===== config.mk =====
export PLATFORM = sky130hd
export DESIGN_NAME = rx_pattern_detect
export DESIGN_NICKNAME = d
export VERILOG_FILES = /design/src/rtl/rxpd_pkg.sv /design/src/rtl/rxpd_flag_unit.sv /design/src/rtl/rx_pattern_detect.sv
export SDC_FILE = /design/constraint.sdc
export NUM_CORES = 1
export LEC_CHECK = 0
export ABC_AREA = 1
export BUFFER_PORTS_ARGS = -buffer_cell sky130_fd_sc_hd__buf_2
export CAP_MARGIN = 20
export CORE_ASPECT_RATIO = 0.7
export CORE_MARGIN = 4
export CORE_UTILIZATION = 60
export DETAILED_ROUTE_END_ITERATION = 10
export PLACE_DENSITY = 0.79
export SETUP_SLACK_MARGIN = 0.3
export SKIP_CTS_REPAIR_TIMING = 1
export SLEW_MARGIN = 10
export SYNTH_ARGS = -nofsm -noshare
export SYNTH_HDL_FRONTEND = slang
export SYNTH_SLANG_ARGS = --single-unit

===== constraint.sdc =====
create_clock -name clk -period 2.24 [get_ports clk]
set_input_delay 0.224 -clock clk [delete_from_list [all_inputs] [get_ports clk]]
set_output_delay 0.224 -clock clk [all_outputs]
set_load 0.02 [all_outputs]

===== src/rtl/rxpd_pkg.sv =====
package rxpd_pkg;

  typedef enum logic {
    RX_FSK    = 1'b0,
    RX_QAM_SS = 1'b1
  } rx_mode_e;

  function automatic int unsigned clamp_len(input int unsigned n,
                                            input int unsigned lo,
                                            input int unsigned hi);
    if (n < lo)      return lo;
    else if (n > hi) return hi;
    else             return n;
  endfunction

endpackage


===== src/rtl/rxpd_flag_unit.sv =====
module rxpd_flag_unit #(
  parameter int CNT_W  = 6,
  parameter int SAT    = 32,
  parameter int HOLD_W = 4
) (
  input  logic              clk,
  input  logic              rst,
  input  logic              clr,
  input  logic              bit_en,
  input  logic              match,
  input  logic              seed,
  input  logic [CNT_W-1:0]  thr,
  input  logic [HOLD_W-1:0] hold,
  output logic              flag
);

  logic [CNT_W-1:0]  run_q;
  logic [CNT_W-1:0]  run_inc;
  logic [HOLD_W-1:0] hold_q;
  logic              flag_q;
  logic              qualify;

  always_comb begin
    run_inc = (run_q == CNT_W'(SAT)) ? run_q : run_q + 1'b1;
    qualify = match && (run_inc >= thr);
  end

  always_ff @(posedge clk) begin
    if (rst || clr) begin
      run_q  <= '0;
      hold_q <= '0;
      flag_q <= 1'b0;
    end else if (bit_en) begin
      run_q <= match ? run_inc : CNT_W'(seed);
      if (qualify) begin
        flag_q <= 1'b1;
        hold_q <= hold;
      end else if (flag_q) begin
        if (hold_q == '0) flag_q <= 1'b0;
        else              hold_q <= hold_q - 1'b1;
      end
    end
  end

  assign flag = flag_q;

  // a flag only rises on a strobe carrying a matching bit
  p_rise_needs_strobe_r1: assert property (@(posedge clk) disable iff (rst)
    $rose(flag_q) |-> $past(bit_en && match));

  // a flag only falls through clear or an exhausted hold on a strobe
  p_fall_after_hold_r4: assert property (@(posedge clk) disable iff (rst)
    ($fell(flag_q) && !$past(clr)) |-> $past(bit_en && hold_q == '0));

  // the run count never passes its saturation point
  p_run_sat_r5: assert property (@(posedge clk) disable iff (rst)
    run_q <= CNT_W'(SAT));

endmodule


===== src/rtl/rx_pattern_detect.sv =====
module rx_pattern_detect #(
  parameter int RUN_LEN       = 32,
  parameter int HOLD_BITS     = 12,
  parameter int HOLDOFF_TICKS = 1,
  parameter int N_W           = 4,
  parameter int N_MIN         = 7,
  parameter int N_MAX         = 12
) (
  input  logic           clk,
  input  logic           rst,
  input  logic           bit_en,
  input  logic           rx_bit,
  input  logic           mode,
  input  logic [N_W-1:0] char_len,
  input  logic           tick_1ms,
  output logic           flag_mark,
  output logic           flag_space,
  output logic           flag_alt
);
  import rxpd_pkg::*;

  localparam int BRK_MAX = 2 * N_MAX + 4;
  localparam int SAT_V   = (RUN_LEN > BRK_MAX) ? RUN_LEN : BRK_MAX;
  localparam int CNT_W   = $clog2(SAT_V + 1);
  localparam int HOLD_W  = $clog2(HOLD_BITS + 1);
  localparam int HO_W    = $clog2(HOLDOFF_TICKS + 2);
  localparam int NUNIT   = 3;

  rx_mode_e         mode_q;
  logic             mode_chg;
  logic             is_fsk;
  logic [HO_W-1:0]  holdoff_q;
  logic [CNT_W-1:0] brk_thr_q;
  logic             prev_q;
  logic             prev_vld;
  logic             bit_ok;

  logic [NUNIT-1:0]  u_match, u_seed, u_en, u_clr, u_flag;
  logic [CNT_W-1:0]  u_thr  [NUNIT];
  logic [HOLD_W-1:0] u_hold [NUNIT];

  assign mode_chg = (rx_mode_e'(mode) != mode_q);
  assign is_fsk   = (mode_q == RX_FSK);
  assign bit_ok   = bit_en && (holdoff_q == '0) && !mode_chg;

  always_ff @(posedge clk) begin
    if (rst) begin
      mode_q    <= RX_FSK;
      holdoff_q <= '0;
      brk_thr_q <= CNT_W'(BRK_MAX);
      prev_q    <= 1'b0;
      prev_vld  <= 1'b0;
    end else if (mode_chg) begin
      mode_q    <= rx_mode_e'(mode);
      holdoff_q <= HO_W'(HOLDOFF_TICKS);
      brk_thr_q <= CNT_W'(2 * clamp_len(int'(char_len), N_MIN, N_MAX) + 4);
      prev_q    <= 1'b0;
      prev_vld  <= 1'b0;
    end else begin
      if (tick_1ms && holdoff_q != '0) holdoff_q <= holdoff_q - 1'b1;
      if (bit_ok) begin
        prev_q   <= rx_bit;
        prev_vld <= 1'b1;
      end
    end
  end

  always_comb begin
    // unit 0: ones, unit 1: zeros / break, unit 2: alternation
    u_match[0] = rx_bit;
    u_match[1] = !rx_bit;
    u_match[2] = prev_vld && (rx_bit != prev_q);
    u_seed     = 3'b100;
    u_en[0]    = bit_ok && is_fsk;
    u_en[1]    = bit_ok;
    u_en[2]    = bit_ok && is_fsk;
    u_clr[0]   = mode_chg || !is_fsk;
    u_clr[1]   = mode_chg;
    u_clr[2]   = mode_chg || !is_fsk;
    u_thr[0]   = CNT_W'(RUN_LEN);
    u_thr[1]   = is_fsk ? CNT_W'(RUN_LEN) : brk_thr_q;
    u_thr[2]   = CNT_W'(RUN_LEN);
    u_hold[0]  = HOLD_W'(HOLD_BITS);
    u_hold[1]  = is_fsk ? HOLD_W'(HOLD_BITS) : '0;
    u_hold[2]  = HOLD_W'(HOLD_BITS);
  end

  for (genvar g = 0; g < NUNIT; g++) begin : g_unit
    rxpd_flag_unit #(
      .CNT_W (CNT_W),
      .SAT   (SAT_V),
      .HOLD_W(HOLD_W)
    ) u_det (
      .clk   (clk),
      .rst   (rst),
      .clr   (u_clr[g]),
      .bit_en(u_en[g]),
      .match (u_match[g]),
      .seed  (u_seed[g]),
      .thr   (u_thr[g]),
      .hold  (u_hold[g]),
      .flag  (u_flag[g])
    );
  end

  assign flag_mark  = u_flag[0];
  assign flag_space = u_flag[1];
  assign flag_alt   = u_flag[2];

  // one edge after a mode change every flag is low
  p_mode_clear_r6: assert property (@(posedge clk) disable iff (rst)
    mode_chg |=> (!flag_mark && !flag_space && !flag_alt));

  // no flag can be up while the hold-off is still running
  p_holdoff_quiet_r7: assert property (@(posedge clk) disable iff (rst)
    (holdoff_q != '0) |-> (!flag_mark && !flag_space && !flag_alt));

  // mark and alternation flags stay low in break mode
  p_qam_quiet_r11: assert property (@(posedge clk) disable iff (rst)
    (mode_q == RX_QAM_SS) |-> (!flag_mark && !flag_alt));

  // the latched break limit stays inside the clamped range
  p_thr_range_r9: assert property (@(posedge clk) disable iff (rst)
    (brk_thr_q >= CNT_W'(2 * N_MIN + 4)) && (brk_thr_q <= CNT_W'(BRK_MAX)));

endmodule


==> impl_results.md <==
- Status: completed
- Detail Route Antenna Nets: 0
- Multi-input gate area: 0.00139 mm²
- Async SR Flop Fraction: 0%
- WHS Endpoint: holdoff_q[0]
- Hold slack: between 0.15 and 0.2 ns
- RSZ-0062 raised after global routing: true
- Fillers: around 300
- Post-Layout Cell Count: 406
- Starting density of the core: 64.6%
- Most frequent cell after synthesis: nand2_1
- Die Ht: approximately 60 µm
- Post-Synth Simple-Gate Area: 27.6%
- Num CTS Buffers: 5
- CTS root buffer: clkbuf_8
- R2r endpoint: g_unit[1].u_det.hold_q[0]
- Post-synthesis mux area share: 0%
- Final Instance Area: 0.00272 mm²
- Met2 Wirelength: 1.91 mm
- I/O pins: 13
- DR top layer: met4
- CTS tree: built
- Starting DRT DRC Count: about 210
- Mapped Area: roughly 0.0024 mm²
- WL final: 4.95 mm
- Sequential cell area: 876 µm²
- Total core area: 0.00365 mm²
- Synth cell types: 31
- Pre-antenna DRT Iters: 5
- Crit Path Category: flop to flop
- Yosys reg bits: between 40 and 50
- Synth top area share: 36.5%
- Share of cells above drive strength 1: about 17%
- Count of nets after finishing: 382
- LEAKAGE: 1.17 nW
- Area contributors post-synth: dfxtp_1 (37%), nand2_1 (11%), ha_1 (9.0%), inv_1 (7.3%), nor2_1 (6.1%)
- Crit path arrival time: roughly 2.4 ns
- Total power: 1.49 mW
- Final hold violation count: 0
- Routability congestion estimate: roughly 0.9
- VDD IR max: 0.463 mV
- WL/cell: 12.2 µm
- DR vias/cell: 5.33
- Hold Path Class: input port to flop
- Syn Nets: 361
- Syn-to-layout area delta: 15.4%
- Wl on met1: 2.63 mm
- R2R cell count: 13
- Area leader, netlist: dfxtp_1
- GR Overflow Total: 0
- Placed Cells incl. Taps: 395
- Final period demand of the worst path: around 2.2 ns
- Synth Area in Compound Gates: between 10% and 20%
- Residual DRC: 0
- Top post-synthesis cells by count: nand2_1 (71), inv_1 (46), dfxtp_1 (43), nor2_1 (38), a21oi_1 (27)
- Vias in the first global route: 1789
- Main combinational cell family by area after synthesis: simple AND/OR/NAND/NOR gates
- Post-DP HPWL: 3.45 mm
- Clock buffer depth: 2
- Clock skew: ~0.0055 ns
- Setup violators final: 0
- Die area: between 0.005 and 0.006 mm²
- Syn. warnings: 0
- Post-synth EDFFs: 0
- Skew-Pair Late Insertion Delay: between 0.2 and 0.3 ns
- Largest net degree at the start of global routing: 13
- Adder-Cell Fraction of Synth Area: 9.02%
- Antenna cells: 0
- Final core occ: 74.6%
- Slew @ Worst Pin: about 0.50 ns
- Gr usage total: 20.4%
- Max_slew headroom: approximately two thirds
- CP Max Fanout: 6
- Pwr/cell area: 549 mW/mm²
- Critical Path Sink Type: flop
- Sequential share of the synthesized area: between 30% and 40%
- Synth Instances: 334
- Period utilization: 98.0%
- Site Rows: 18
- Maximum clock rate: 456 MHz
- Slew Viols, Final: 0
- Hold Crit Depth: 2
- Startpoint Class: flop
- Synth Area in XOR/XNOR: approximately 5.6%
- Met3 wire length: 358 µm
- Vias: 2163
- Die width: between 80 and 90 µm
- H-Tree Depth: 2
- Critical Path RT: 2.43 ns
- Post-synth top flop: dfxtp_1
- Total clock sinks: 43
- Placed Area: between 0.002 and 0.003 mm²
- Number of max-cap violations: 0
- Clock slew at reported path FFs: about 0.080 ns
- HP Start: rst
- Worst r2r src: g_unit[1].u_det.run_q[0]
- Port buffer count: 12
- Reg-to-reg setup timing slack: 0.05 ns
- First-pass GRT wire length: around 8.2 mm
- Initial antenna violation count: 0
- Syn Area/Cell: 7.06 µm²
area by class of cell:
type                            instances  share of cell area (%)
Multi-Input combinational cell        236                    51.1
Sequential cell                        43                    32.2
Inverter                               49                    6.76
Clock buffer                            7                    2.80
Tap cell                               50                    2.30
Clock inverter                          1                   0.184
Timing Repair Buffer                   20                    4.69
per-stage QoR:
| stage | setup slack [ns] | setup TNS, ns |
|---|---|---|
| final | 0.0452 | 0 |
| after global routing | -0.155 | -0.579 |
| after floorplan | 0.288 | 0 |
| after CTS | 0.0850 | 0 |
| after detailed placement | 0.0958 | 0 |
| after global placement | 0.173 | 0 |
report_power, final:
part | internal [mW] | switching (mW)
sequential | 0.781 | 0.0167
combinational | 0.0795 | 0.138
clock | 0.219 | 0.259
how the worst max path moves through the flow:
stage | start | to | slack, ns | depth (start not counted)
finish | g_unit[1].u_det.run_q[0] | g_unit[1].u_det.hold_q[0] | 0.05 | 13
global route | g_unit[1].u_det.run_q[0] | g_unit[1].u_det.hold_q[3] | -0.16 | 13
CTS | g_unit[1].u_det.run_q[2] | g_unit[1].u_det.hold_q[0] | 0.08 | 13
detailed placement | g_unit[1].u_det.run_q[2] | g_unit[1].u_det.hold_q[0] | 0.1 | 13
floorplan | g_unit[1].u_det.run_q[0] | g_unit[1].u_det.hold_q[0] | 0.29 | 14
global placement | g_unit[1].u_det.run_q[2] | g_unit[1].u_det.hold_q[0] | 0.17 | 13
logic make-up after synthesis:
group | count (synthesis)
compound gates | 54
xor+xnor | 15
fa+ha+maj | 17
buf+inv | 55
flops | 43
simple gates | 150
layout by cell type (no fill, tap or decap), drive strengths merged:
| master | count |
|---|---|
| ha | 17 |
| xor2 | 14 |
| or2 | 2 |
| o21a | 1 |
| a31oi | 2 |
| clkbuf | 7 |
| nand2 | 76 |
| a211oi | 2 |
| clkinv | 2 |
| inv | 48 |
| a21oi | 28 |
| a22oi | 1 |
| nand3b | 1 |
| dfxtp | 43 |
| buf | 20 |
| xnor2 | 1 |
| nor2 | 42 |
| nor3 | 6 |
| nand3 | 19 |
| o21ai | 19 |
| nand4 | 4 |
| o21bai | 1 |
flip-flops by register name, summed over array words and instances, names as in the netlist:
name	flops
prev_vld	1
mode_q	1
prev_q	1
holdoff_q	2
g_unit.u_det.run_q	18
g_unit.u_det.flag	3
brk_thr_q	5
g_unit.u_det.hold_q	12
per-layer routing:
layer  global-route usage [%]  vias up
li1                         -     1108
met3                     4.34        9
met4                     5.59        0
met2                     28.7       65
met1                     31.5      981
met5                        0        -
critical path: stages (launching register included):
cell and delay (ns):
dfxtp_4 0.39, nand3_4 0.07, nand3b_1 0.18, xor2_1 0.19
ha_1 0.35, nand2_2 0.09, nor3_2 0.16, nand3_1 0.10
nand2_2 0.11, nand2_4 0.09, nand2_4 0.08, nand2_4 0.08
o21ai_1 0.15, nor2_1 0.05
No activity file was read; power rests on OpenSTA's default activity.
